<file path="src/rtl/ntwc_pkg.sv">
package ntwc_pkg;
  typedef enum logic {
    DR_IDLE  = 1'b0,
    DR_WRITE = 1'b1
  } drain_st_e;
endpackage

</file>
<file path="src/rtl/ntwc_line_store.sv">
module ntwc_line_store #(
  parameter int NUM_ENT    = 4,
  parameter int LINE_BYTES = 64,
  parameter int WORD_BYTES = 8,
  parameter int IDX_W      = 2,
  parameter int WSEL_W     = 3
) (
  input  logic                      clk,
  input  logic                      rst,
  input  logic                      wr_en,
  input  logic [IDX_W-1:0]          wr_idx,
  input  logic [WSEL_W-1:0]         wr_wsel,
  input  logic [WORD_BYTES*8-1:0]   wr_data,
  input  logic [WORD_BYTES-1:0]     wr_mask,
  input  logic                      clr_en,
  input  logic [IDX_W-1:0]          clr_idx,
  input  logic                      rd_en,
  input  logic [IDX_W-1:0]          rd_idx,
  output logic [LINE_BYTES*8-1:0]   rd_line,
  output logic [LINE_BYTES-1:0]     ent_mask [NUM_ENT]
);
  localparam int WORDS     = LINE_BYTES / WORD_BYTES;
  localparam int LINE_BITS = LINE_BYTES * 8;

  logic [LINE_BITS-1:0]  data_mem [NUM_ENT];
  logic [LINE_BITS-1:0]  rd_line_q;
  logic [LINE_BYTES-1:0] mask_q [NUM_ENT];
  logic [LINE_BYTES-1:0] wr_be_line;
  logic [LINE_BITS-1:0]  wr_data_line;

  // place the word's byte mask at its slot within the line
  always_comb begin
    wr_be_line   = {{(LINE_BYTES-WORD_BYTES){1'b0}}, wr_mask} << (WORD_BYTES * wr_wsel);
    wr_data_line = {WORDS{wr_data}};
  end

  // data array: byte-enable writes, registered read, no reset
  always_ff @(posedge clk) begin
    if (wr_en) begin
      for (int b = 0; b < LINE_BYTES; b++) begin
        if (wr_be_line[b]) data_mem[wr_idx][b*8 +: 8] <= wr_data_line[b*8 +: 8];
      end
    end
    if (rd_en) rd_line_q <= data_mem[rd_idx];
  end

  // collected-byte masks
  always_ff @(posedge clk) begin
    if (rst) begin
      for (int i = 0; i < NUM_ENT; i++) mask_q[i] <= '0;
    end else begin
      if (wr_en)  mask_q[wr_idx]  <= mask_q[wr_idx] | wr_be_line;
      if (clr_en) mask_q[clr_idx] <= '0;
    end
  end

  assign rd_line  = rd_line_q;
  assign ent_mask = mask_q;
endmodule

</file>
<file path="src/rtl/ntwc_lookup.sv">
module ntwc_lookup #(
  parameter int NUM_ENT    = 4,
  parameter int LINE_AW    = 26,
  parameter int LINE_BYTES = 64,
  parameter int AGE_W      = 3,
  parameter int IDX_W      = 2
) (
  input  logic [NUM_ENT-1:0]    ent_valid,
  input  logic [NUM_ENT-1:0]    ent_inv,
  input  logic [LINE_AW-1:0]    ent_line [NUM_ENT],
  input  logic [AGE_W-1:0]      ent_age  [NUM_ENT],
  input  logic [LINE_BYTES-1:0] ent_mask [NUM_ENT],
  input  logic [LINE_AW-1:0]    st_line,
  input  logic                  st_want,
  input  logic                  fence_active,
  output logic                  hit,
  output logic [IDX_W-1:0]      hit_idx,
  output logic                  free_any,
  output logic [IDX_W-1:0]      free_idx,
  output logic                  pick_valid,
  output logic [IDX_W-1:0]      pick_idx
);
  logic              old_found, drain_found, victim_req;
  logic [IDX_W-1:0]  old_idx, drain_idx;
  logic [AGE_W-1:0]  old_age;

  always_comb begin
    hit = 1'b0;  hit_idx = '0;
    free_any = 1'b0;  free_idx = '0;
    old_found = 1'b0;  old_idx = '0;  old_age = '0;
    drain_found = 1'b0;  drain_idx = '0;
    for (int i = 0; i < NUM_ENT; i++) begin
      if (ent_valid[i] && ent_line[i] == st_line && !hit) begin
        hit = 1'b1;  hit_idx = IDX_W'(i);
      end
      if (!ent_valid[i] && !free_any) begin
        free_any = 1'b1;  free_idx = IDX_W'(i);
      end
      if (ent_valid[i] && (!old_found || ent_age[i] > old_age)) begin
        old_found = 1'b1;  old_idx = IDX_W'(i);  old_age = ent_age[i];
      end
      if (ent_valid[i] && ent_inv[i] && (&ent_mask[i] || fence_active) && !drain_found) begin
        drain_found = 1'b1;  drain_idx = IDX_W'(i);
      end
    end
    victim_req = st_want && !hit && !free_any && !fence_active;
    pick_valid = drain_found || (victim_req && old_found && ent_inv[old_idx]);
    pick_idx   = drain_found ? drain_idx : old_idx;
  end
endmodule

</file>
<file path="src/rtl/ntwc_drain.sv">
module ntwc_drain import ntwc_pkg::*; #(
  parameter int IDX_W      = 2,
  parameter int LINE_AW    = 26,
  parameter int LINE_BYTES = 64
) (
  input  logic                  clk,
  input  logic                  rst,
  input  logic                  pick_valid,
  input  logic [IDX_W-1:0]      pick_idx,
  input  logic [LINE_AW-1:0]    pick_line,
  input  logic [LINE_BYTES-1:0] pick_mask,
  input  logic                  mem_ready,
  output logic                  mem_valid,
  output logic [LINE_AW-1:0]    mem_line,
  output logic [LINE_BYTES-1:0] mem_be,
  output logic                  busy,
  output logic                  start,
  output logic                  clr_en,
  output logic [IDX_W-1:0]      clr_idx
);
  drain_st_e             state_q;
  logic [IDX_W-1:0]      idx_q;
  logic [LINE_AW-1:0]    line_q;
  logic [LINE_BYTES-1:0] be_q;

  assign start = (state_q == DR_IDLE) && pick_valid;
  assign busy  = (state_q == DR_WRITE);

  always_ff @(posedge clk) begin
    if (rst) begin
      state_q <= DR_IDLE;
      idx_q   <= '0;
      line_q  <= '0;
      be_q    <= '0;
    end else begin
      case (state_q)
        DR_IDLE: if (pick_valid) begin
          state_q <= DR_WRITE;
          idx_q   <= pick_idx;
          line_q  <= pick_line;
          be_q    <= pick_mask;
        end
        DR_WRITE: if (mem_ready) state_q <= DR_IDLE;
        default: state_q <= DR_IDLE;
      endcase
    end
  end

  assign mem_valid = busy;
  assign mem_line  = line_q;
  assign mem_be    = be_q;
  assign clr_en    = busy && mem_ready;
  assign clr_idx   = idx_q;

  a_r11_hold_stable: assert property (@(posedge clk) disable iff (rst)
    mem_valid && !mem_ready |=> mem_valid && $stable(mem_line) && $stable(mem_be));

  a_r10_be_nonzero: assert property (@(posedge clk) disable iff (rst)
    mem_valid |-> mem_be != '0);
endmodule

</file>
<file path="src/rtl/ntwc_store_buffer.sv">
module ntwc_store_buffer import ntwc_pkg::*; #(
  parameter int ADDR_W     = 29,
  parameter int WORD_BYTES = 8,
  parameter int LINE_BYTES = 64,
  parameter int NUM_ENT    = 4
) (
  input  logic                      clk,
  input  logic                      rst,
  input  logic                      st_valid,
  output logic                      st_ready,
  input  logic [ADDR_W-1:0]         st_addr,
  input  logic [WORD_BYTES*8-1:0]   st_data,
  input  logic [WORD_BYTES-1:0]     st_mask,
  output logic                      probe_valid,
  output logic [ADDR_W-$clog2(LINE_BYTES/WORD_BYTES)-1:0] probe_line,
  input  logic                      probe_ack,
  output logic                      mem_valid,
  input  logic                      mem_ready,
  output logic [ADDR_W-$clog2(LINE_BYTES/WORD_BYTES)-1:0] mem_line,
  output logic [LINE_BYTES*8-1:0]   mem_data,
  output logic [LINE_BYTES-1:0]     mem_be,
  input  logic                      fence_req,
  output logic                      fence_done
);
  localparam int WSEL_W  = $clog2(LINE_BYTES / WORD_BYTES);
  localparam int LINE_AW = ADDR_W - WSEL_W;
  localparam int IDX_W   = (NUM_ENT > 1) ? $clog2(NUM_ENT) : 1;
  localparam int AGE_W   = $clog2(NUM_ENT) + 1;
  localparam logic [AGE_W-1:0] AGE_MAX = '1;

  logic [LINE_AW-1:0]    st_line;
  logic [WSEL_W-1:0]     st_wsel;
  logic                  st_zero, accept, wr_en, alloc;
  logic [IDX_W-1:0]      wr_idx;

  logic [NUM_ENT-1:0]    ent_valid_q, ent_inv_q;
  logic [LINE_AW-1:0]    ent_line_q [NUM_ENT];
  logic [AGE_W-1:0]      ent_age_q  [NUM_ENT];
  logic [LINE_BYTES-1:0] ent_mask   [NUM_ENT];

  logic                  probe_pend_q;
  logic [LINE_AW-1:0]    probe_line_q;
  logic [IDX_W-1:0]      probe_idx_q;
  logic                  fence_active_q, fence_done_q, fence_empty;

  logic                  hit, free_any, pick_valid;
  logic [IDX_W-1:0]      hit_idx, free_idx, pick_idx;
  logic                  dr_busy, dr_start, clr_en;
  logic [IDX_W-1:0]      clr_idx;

  assign st_line = st_addr[ADDR_W-1:WSEL_W];
  assign st_wsel = st_addr[WSEL_W-1:0];
  assign st_zero = (st_mask == '0);

  ntwc_lookup #(
    .NUM_ENT(NUM_ENT), .LINE_AW(LINE_AW), .LINE_BYTES(LINE_BYTES),
    .AGE_W(AGE_W), .IDX_W(IDX_W)
  ) u_lookup (
    .ent_valid(ent_valid_q), .ent_inv(ent_inv_q), .ent_line(ent_line_q),
    .ent_age(ent_age_q), .ent_mask(ent_mask), .st_line(st_line),
    .st_want(st_valid && !st_zero), .fence_active(fence_active_q),
    .hit(hit), .hit_idx(hit_idx), .free_any(free_any), .free_idx(free_idx),
    .pick_valid(pick_valid), .pick_idx(pick_idx)
  );

  // input is closed while a probe is open, a drain runs or a fence is active
  assign st_ready = !fence_active_q && !probe_pend_q && !dr_busy && !dr_start &&
                    (st_zero || hit || free_any);
  assign accept   = st_valid && st_ready;
  assign wr_en    = accept && !st_zero;
  assign alloc    = wr_en && !hit;
  assign wr_idx   = hit ? hit_idx : free_idx;

  ntwc_line_store #(
    .NUM_ENT(NUM_ENT), .LINE_BYTES(LINE_BYTES), .WORD_BYTES(WORD_BYTES),
    .IDX_W(IDX_W), .WSEL_W(WSEL_W)
  ) u_store (
    .clk(clk), .rst(rst),
    .wr_en(wr_en), .wr_idx(wr_idx), .wr_wsel(st_wsel),
    .wr_data(st_data), .wr_mask(st_mask),
    .clr_en(clr_en), .clr_idx(clr_idx),
    .rd_en(dr_start), .rd_idx(pick_idx),
    .rd_line(mem_data), .ent_mask(ent_mask)
  );

  ntwc_drain #(
    .IDX_W(IDX_W), .LINE_AW(LINE_AW), .LINE_BYTES(LINE_BYTES)
  ) u_drain (
    .clk(clk), .rst(rst),
    .pick_valid(pick_valid), .pick_idx(pick_idx),
    .pick_line(ent_line_q[pick_idx]), .pick_mask(ent_mask[pick_idx]),
    .mem_ready(mem_ready), .mem_valid(mem_valid), .mem_line(mem_line),
    .mem_be(mem_be), .busy(dr_busy), .start(dr_start),
    .clr_en(clr_en), .clr_idx(clr_idx)
  );

  assign fence_empty = (ent_valid_q == '0) && !probe_pend_q && !dr_busy;

  always_ff @(posedge clk) begin
    if (rst) begin
      ent_valid_q    <= '0;
      ent_inv_q      <= '0;
      probe_pend_q   <= 1'b0;
      probe_line_q   <= '0;
      probe_idx_q    <= '0;
      fence_active_q <= 1'b0;
      fence_done_q   <= 1'b0;
      for (int i = 0; i < NUM_ENT; i++) begin
        ent_line_q[i] <= '0;
        ent_age_q[i]  <= '0;
      end
    end else begin
      fence_done_q <= 1'b0;
      if (alloc) begin
        for (int i = 0; i < NUM_ENT; i++) begin
          if (IDX_W'(i) == wr_idx) begin
            ent_valid_q[i] <= 1'b1;
            ent_inv_q[i]   <= 1'b0;
            ent_line_q[i]  <= st_line;
            ent_age_q[i]   <= '0;
          end else if (ent_valid_q[i] && ent_age_q[i] != AGE_MAX) begin
            ent_age_q[i] <= ent_age_q[i] + 1'b1;
          end
        end
        probe_pend_q <= 1'b1;
        probe_line_q <= st_line;
        probe_idx_q  <= wr_idx;
      end
      if (probe_pend_q && probe_ack) begin
        probe_pend_q           <= 1'b0;
        ent_inv_q[probe_idx_q] <= 1'b1;
      end
      if (clr_en) ent_valid_q[clr_idx] <= 1'b0;
      if (fence_active_q) begin
        if (fence_empty) begin
          fence_active_q <= 1'b0;
          fence_done_q   <= 1'b1;
        end
      end else if (fence_req) begin
        fence_active_q <= 1'b1;
      end
    end
  end

  assign probe_valid = probe_pend_q;
  assign probe_line  = probe_line_q;
  assign fence_done  = fence_done_q;

  a_r2_probe_next: assert property (@(posedge clk) disable iff (rst)
    alloc |=> probe_valid && probe_line == $past(st_line));

  a_r3_no_write_before_inv: assert property (@(posedge clk) disable iff (rst)
    mem_valid && probe_valid |-> clr_idx != probe_idx_q);

  a_r6_zero_no_probe: assert property (@(posedge clk) disable iff (rst)
    accept && st_zero |=> !probe_valid);

  a_r9_done_clean: assert property (@(posedge clk) disable iff (rst)
    fence_done |-> ent_valid_q == '0 && !mem_valid);

  a_r9_done_once: assert property (@(posedge clk) disable iff (rst)
    fence_done |=> !fence_done);
endmodule

</file>
<file path="config.mk">
export PLATFORM = sky130hd
export DESIGN_NAME = ntwc_store_buffer
export DESIGN_NICKNAME = d
export VERILOG_FILES = /design/src/rtl/ntwc_pkg.sv /design/src/rtl/ntwc_line_store.sv /design/src/rtl/ntwc_lookup.sv /design/src/rtl/ntwc_drain.sv /design/src/rtl/ntwc_store_buffer.sv
export SDC_FILE = /design/constraint.sdc
export NUM_CORES = 2
export LEC_CHECK = 0
export BUFFER_PORTS_ARGS = -buffer_cell sky130_fd_sc_hd__buf_2
export CAP_MARGIN = 10
export CORE_ASPECT_RATIO = 0.9
export CORE_MARGIN = 2
export CORE_UTILIZATION = 35
export CTS_CLUSTER_SIZE = 30
export DETAILED_ROUTE_END_ITERATION = 8
export SYNTH_ARGS = -nofsm -noshare
export SYNTH_HDL_FRONTEND = slang
export SYNTH_HIERARCHICAL = 1
export SYNTH_SLANG_ARGS = --single-unit
</file>
<file path="constraint.sdc">
create_clock -name clk -period 9.3 [get_ports clk]
set_input_delay 0.93 -clock clk [delete_from_list [all_inputs] [get_ports clk]]
set_output_delay 0.93 -clock clk [all_outputs]
set_load 0.02 [all_outputs]
</file>
### After elaboration in Yosys (flattened, before gate mapping)

Memories as Yosys holds them, arrays and structs flattened. A register that Yosys moved wholly into a read port is not among the register bits.
Index checks and enable logic that the tools add are counted.

| cells by class | value |
|---|---|
| add/sub/neg operators | 4 |
| $mul | 0 |
| divide/modulo/power cells | 0 |
| $lt $le $gt $ge | 13 |
| equality and inequality tests | 11 |
| shifts and indexed selects | 1 |
| multiplexer cells | 277 |
| bitwise logic cells | 11 |
| reductions and logical operators | 103 |

Operator list:

| operator | count |
|---|---|
| $mux W256 | 3 |
| $mux W64 | 6 |
| $and A256 B256 Y256 | 1 |
| $bmux W64 S2 | 2 |
| $bwmux W256 | 1 |
| $demux W64 S2 | 2 |
| $not A256 Y256 | 1 |
| $reduce_and A64 Y1 | 4 |
| $mux W1 | 229 |
| $eq A26 B26 Y1 | 4 |
| $or A64 B64 Y64 | 1 |
| $shl A8 B6 Y64 | 1 |
| $bmux W26 S2 | 1 |
| $mux W26 | 2 |
| $logic_and A1 B1 Y1 | 50 |
| $mux W3 | 11 |
| $mux W4 | 6 |
| $logic_not A1 Y1 | 21 |
| $mux W2 | 10 |
| $reduce_and A2 Y1 | 9 |
| $add A3 B1 Y3 const B | 4 |
| $ne A3 B3 Y1 const B | 4 |
| $logic_or A1 B1 Y1 | 10 |
| $ge A3 B3 Y1 const B | 3 |
| other kinds (19) | 34 |

| storage, ports and cells | value |
|---|---|
| register bits after elaboration | 504 |
| latch bits | 0 |
| memory bits (writable) | 2048 |
| ROM bits | 0 |
| logic and storage cells | 444 |
| memories | 1 |

Memory list:

| memory | depth | bits a word | rd ports | clocked after memory_dff | write ports | RTL line | RTL |
|---|---|---|---|---|---|---|---|
| u_store.data_mem | 4 | 512 | 1 | 1 | 1 | ntwc_line_store.sv:25 | `logic [LINE_BITS-1:0] data_mem [NUM_ENT];` |

### Depth between registers and ports, before layout

| logic depth | value |
|---|---|
| depth after elaboration | 30 |
| gate-level depth with buffers | 31 |
| depth with buffers taken out | 26 |

### By module

Netlist, hierarchy kept.

Modules (own cells, without submodules):

| module | instances | cells an instance | area an instance (µm²) |
|---|---|---|---|
| ntwc_line_store | 1 | 4102 | 98228.0 |
| ntwc_store_buffer | 1 | 739 | 8079.0 |
| ntwc_drain | 1 | 424 | 4280.4 |
| ntwc_lookup | 1 | 301 | 2200.9 |

### Worst setup path before layout

Ideal clock, no wire load.

| timing | value |
|---|---|
| kind | reg2reg |
| start | register ent_valid_q[0] |
| end | register u_store.mask_q (netlist bit u_store/ent_mask[36]) |
| arrival time | 8.314 ns |
| required time | 9.185 ns |
| setup slack | 0.871 ns |
| stages on the path, launching flop included | 29 |
| clock period less this slack | 8.429 ns |
| cells stage by stage | dfxtp_1 > buf_2 > nand2_1 > ha_1 > a21oi_1 > o21ai_1 > a31o_2 > mux2_2 > ha_1 > nor2b_1 > o311a_1 > o21ai_4 > mux2_2 > ha_1 > a32oi_1 > o21ai_0 > o21a_1 > a22oi_1 > o311ai_2 > nor2b_2 > buf_4 > buf_6 > nor2_1 > nand2_1 > nor3b_1 > nand3_1 > clkbuf_1 > nor3_1 > o21a_1 |

| on the way | value |
|---|---|
| longest elaborated chain between the ends | 28 |

Ends and longest elaborated chain:

| item | RTL line | RTL |
|---|---|---|
| start: declaration | ntwc_store_buffer.sv:36 | `logic [NUM_ENT-1:0] ent_valid_q, ent_inv_q;` |
| start signal: assignment | ntwc_store_buffer.sv:101 | `ent_valid_q <= '0;` |
| start signal: indexed assignment | ntwc_store_buffer.sv:117 | `ent_valid_q[i] <= 1'b1;` |
| start signal: indexed assignment | ntwc_store_buffer.sv:133 | `if (clr_en) ent_valid_q[clr_idx] <= 1'b0;` |
| branches (longest 17 deep; another with $gt A3 B3 Y1) | -- |  |
| $logic_or A1 B1 Y1 (*) | ntwc_lookup.sv:47 | `pick_valid = drain_found \|\| (victim_req && old_found && ent_inv[old_idx]);` |
| named net pick_valid | ntwc_store_buffer.sv:46 | `logic hit, free_any, pick_valid;` |
| $logic_and A1 B1 Y1 (*) | ntwc_drain.sv:26 | `assign start = (state_q == DR_IDLE) && pick_valid;` |
| named net dr_start | ntwc_store_buffer.sv:48 | `logic dr_busy, dr_start, clr_en;` |
| $logic_not A1 Y1 (*) | ntwc_store_buffer.sv:67 | `assign st_ready = !fence_active_q && !probe_pend_q && !dr_busy && !dr_start &&` |
| $logic_and A1 B1 Y1 (*) (2 in a row) | ntwc_store_buffer.sv:67 |  |
| $logic_and A1 B1 Y1 (*) | ntwc_store_buffer.sv:69 | `assign accept = st_valid && st_ready;` |
| $logic_and A1 B1 Y1 (*) | ntwc_store_buffer.sv:70 | `assign wr_en = accept && !st_zero;` |
| named net wr_en | ntwc_store_buffer.sv:33 | `logic st_zero, accept, wr_en, alloc;` |
| $mux W256 (*) | ntwc_line_store.sv:52 | `if (wr_en) mask_q[wr_idx] <= mask_q[wr_idx] \| wr_be_line;` |
| $mux W256 (*) | ntwc_line_store.sv:49 | `if (rst) begin` |
| $and A256 B256 Y256 (no source line) | -- |  |
| $mux W256 (*) | ntwc_line_store.sv:53 | `if (clr_en) mask_q[clr_idx] <= '0;` |
| end signal: indexed assignment | ntwc_line_store.sv:52 |  |
| end: declaration | ntwc_line_store.sv:27 | `logic [LINE_BYTES-1:0] mask_q [NUM_ENT];` |

Mark *: on every way through the listed nets, which the timed path passes. The select of a mux whose other input is x is not followed.
A chain may end at the register's enable or synchronous reset.

### Worst setup path in the final report

| timing | value |
|---|---|
| start | register ent_valid_q[0] |
| end | memory u_store/data_mem[0][35] in the netlist's numbering, enable pin |

| on the way | value |
|---|---|
| longest elaborated chain between the ends | 26 |

Ends and longest elaborated chain:

| item | RTL line | RTL |
|---|---|---|
| branches (longest 17 deep; another with $gt A3 B3 Y1) | -- |  |
| $logic_or A1 B1 Y1 (*) | ntwc_lookup.sv:47 |  |
| named net pick_valid | ntwc_store_buffer.sv:46 |  |
| $logic_and A1 B1 Y1 (*) | ntwc_drain.sv:26 |  |
| named net dr_start | ntwc_store_buffer.sv:48 |  |
| $logic_not A1 Y1 (*) | ntwc_store_buffer.sv:67 |  |
| $logic_and A1 B1 Y1 (*) (2 in a row) | ntwc_store_buffer.sv:67 |  |
| $logic_and A1 B1 Y1 (*) | ntwc_store_buffer.sv:69 |  |
| $logic_and A1 B1 Y1 (*) | ntwc_store_buffer.sv:70 |  |
| named net wr_en | ntwc_store_buffer.sv:33 |  |
| $mux W1 (*) | ntwc_line_store.sv:39 | `if (wr_en) begin` |
| $mux W1 (implied by the code) (*) | ntwc_line_store.sv:41 | `if (wr_be_line[b]) data_mem[wr_idx][b*8 +: 8] <= wr_data_line[b*8 +: 8];` |
| end: declaration | ntwc_line_store.sv:25 |  |

Marks and branches as above.

==> results by group <==
Logic synthesis
  – Yosys top cell by area: edfxtp_1
  – Synth Net Count: 5,690
  – #FFs+latches synth: 3,064
  – Synthesized instance count: 5,566
  – Synth top area share: 68.16%
  – Seq/Total Area, Yosys: 77.10%
  – Commonest register cell after synthesis: edfxtp_1
  – Synth Cell Area: 112,800 um2
  – Post-synth cell types: 69
  – Number of synthesized flops with an enable pin: 2,560
  – Post-Syn Area per Cell: 20.26 um2
  – YS warnings: 6
  – Synth top area cells: edfxtp_1, mux4_2, dfxtp_1, o21a_1, nand4bb_1
  – Async set-or-reset flop fraction in the synthesized netlist: 0%

Drt
  – Met3 Routed Length: 24,460 um
  – DRC errors left: 0
  – Drt wl/cell: 32.25 um
  – Vias: 59,270
  – Wl on met1: 142,000 um
  – Final ANT Viol Nets: 0
  – Violation count after the first detailed-route iteration: 6,742
  – Met2 Routed Length: 171,400 um
  – Pre-antenna DRT Iters: 5
  – Final wirelength: 354,300 um
  – Vias per cell: 5.396
  – Top sig layer: met5

Pwr
  – Pwr Density: 219.9 nW/um2
  – Leakage power: 42.33 nW
  – Power Total: 29.05 mW
  – VDD IR max: 0.1508 mV

Die
  – Core Rows: 197
  – Die area: 326,800 um2
  – Starting Density: 35.20%
  – Core area: 320,400 um2
  – Die width: 602.4 um
  – I/O pin count: 739
  – Chip Height: 542.5 um

Layout
  – Final std cells w/o fill: 10,980
  – Final core utilization: 41.22%
  – NumNets Final: 6,537
  – Area delta synth->final: 17.11%
  – Commonest non-fill, non-tap cell in the layout: edfxtp_1
  – Commonest cells after routing, fill and taps aside: edfxtp_1, buf_2, mux4_2
  – Share of cells above drive strength 1: 29.64%

CTS
  – Post-CTS setup buffers: 0
  – CTS Hold Buffers Added: 0
  – Maximum buffer depth of the clock tree: 4
  – Latest clock arrival within the worst-skew pair: 940 ps
  – CTS resizes: 0
  – Num CTS Buffers: 319
  – CTS tree: built
  – Sink Count: 3,064
  – Clock root cell: clkbuf_16
  – Clk slew on worst S/H paths: 60 ps
  – H-Tree Depth: 5

Min path
  – HP Class: input pin to flop
  – Worst hold start: fence_req
  – Hold endpoint: fence_active_q
  – Worst Hold Path Cells: 2

Critical path
  – Max stage delay on crit path: 790 ps
  – Most used cell along the critical path: ha_1
  – RR Endpoint: u_store/data_mem[0][35]
  – Startpoint types: flop
  – R2R cell count: 24
  – Critical-path cell list: nand2_1, ha_1, a21oi_1, o21ai_1, a31o_2, mux2_2, ha_1, nor2b_1, o311a_1, o21ai_4, mux2_2, ha_1, a32oi_1, o21ai_0, inv_1, a22oi_1, o311ai_4, nor2b_4, nor2_1, nand2_1, nor3b_1, or3b_4, buf_12, nor2_1
  – Setup slack, reg-to-reg: 1210 ps
  – Crit path max-delay cell type: or3b_4
  – Crit path DAT: 8610 ps
  – Crit Path Category: flop to flop
  – Worst flop-to-flop path startpoint: ent_valid_q[0]
  – Crit Path Max Fanout: 34
  – Worst path required time: 9820 ps
  – CP endpoint kind: flop

Placed design
  – Placed cell count: 10,370
  – Detail Placement HPWL: 238,700 um
  – I/O Buffers: 738
  – RePlAce Congestion: 0.8325

Global routing
  – Initial antenna violation count: 48
  – Vias in the first global route: 58,320
  – Total gr overflow: 0
  – GRT Total Usage: 21.19%
  – Largest net degree at the start of global routing: 160
  – First-pass GRT wire length: 482,500 um

Timing
  – Finish-stage setup viols: 0
  – Worst Skew: 70.15 ps
  – Final Max Slew Viols: 0
  – Fin crit share: 86.97%
  – Peak Freq: 0.1236 GHz
  – RSZ-0062 raised after global routing: false
  – Setup total negative slack: 0 ps
  – Fin crit period: 8089 ps
  – Min Hold Slack: 362.5 ps
  – Final Hold Fails: 0
  – Max transition margin: 19.78%
  – Worst slew pin tran: 1203 ps

Outcome
  – Status: completed

Job
  – Max-Cap Viols: 0
==> critical path, delay by kind of cell, from the launching register on <==
family	cells	cell delay, ps
buffers and inverters	2	460
AOI/OAI and AO/OA	9	2260
adders and majority gates	3	930
and+or+nand+nor	8	2660
DFF	1	620
muxes	2	680
==> per-layer routing <==
| layer | GRT usage, % | vias up |
|---|---|---|
| li1 | - | 24240 |
| met1 | 27.88 | 31750 |
| met2 | 34.84 | 2776 |
| met3 | 3.462 | 498 |
| met4 | 9.078 | 8 |
| met5 | 0 | - |
==> power breakdown <==
group          total, mW  switching [mW]  internal [mW]  leakage [nW]
logic               1.01           0.687          0.320          9.99
registers           15.0          0.0544           14.9          27.1
clock network       13.1            5.42           7.65          5.25
==> state kept, by name, indices dropped and copies added, names as in the netlist, 2 cells and up <==
| signal | count |
|---|---|
| ent_inv_q | 4 |
| probe_idx_q | 2 |
| u_store/data_mem | 2048 |
| ent_line_q | 104 |
| probe_line | 26 |
| ent_valid_q | 4 |
| u_store/rd_line | 512 |
| u_drain/mem_line | 26 |
| u_drain/clr_idx | 2 |
| u_store/ent_mask | 256 |
| u_drain/mem_be | 64 |
| ent_age_q | 12 |
==> stage by stage <==
step,setup slack [ps],cell area (um2)
floorplan,871.3,112800
global placement,1250,121200
detailed placement,1286,121200
CTS,1302,132000
global route,798.4,132000
finish,1211,132100
==> Yosys cell counts, types with 93 or more instances <==
library cell,number
mux4_2,602
nand2_1,206
nand4_1,103
nor2_1,240
clkbuf_1,98
mux2i_1,104
buf_2,103
o21a_1,257
nand4bb_1,109
dfxtp_1,504
edfxtp_1,2560
o21ai_1,93
nand2b_1,98
==> logic make-up after synthesis <==
| logic type | synth area share, % |
|---|---|
| AND/OR/NAND/NOR | 4.673 |
| flip-flops | 77.10 |
| XOR/XNOR | 0.8076 |
| buffers and inverters | 1.512 |
| AO/OA/AOI/OAI | 2.719 |
| adder cells (fa/ha/maj) | 0.1886 |
| multiplexers | 13.00 |
==> area by class of cell <==
type,count,area (um2)
sequential,3064,86970
clock inverter,173,2085
inverter,15,57.56
antenna,25,62.56
tap,4278,5353
fill,28130,188300
timing repair buffer,827,4613
multi-input combinational,2186,24270
clock buffer,416,8673
==> how the worst max path moves through the flow <==
stage                               from                       end  slack, ps  cells past startpoint
after floorplan           ent_valid_q[0]      u_store/ent_mask[36]        870                     28
after global placement    ent_valid_q[0]  u_store/data_mem[0][310]       1250                     26
after detailed placement  ent_valid_q[0]  u_store/data_mem[0][405]       1290                     24
after CTS                 ent_valid_q[0]  u_store/data_mem[0][400]       1300                     24
after global routing      ent_valid_q[0]  u_store/data_mem[0][500]        800                     24
final                     ent_valid_q[0]   u_store/data_mem[0][35]       1210                     24
No activity file was read; power rests on OpenSTA's default activity.
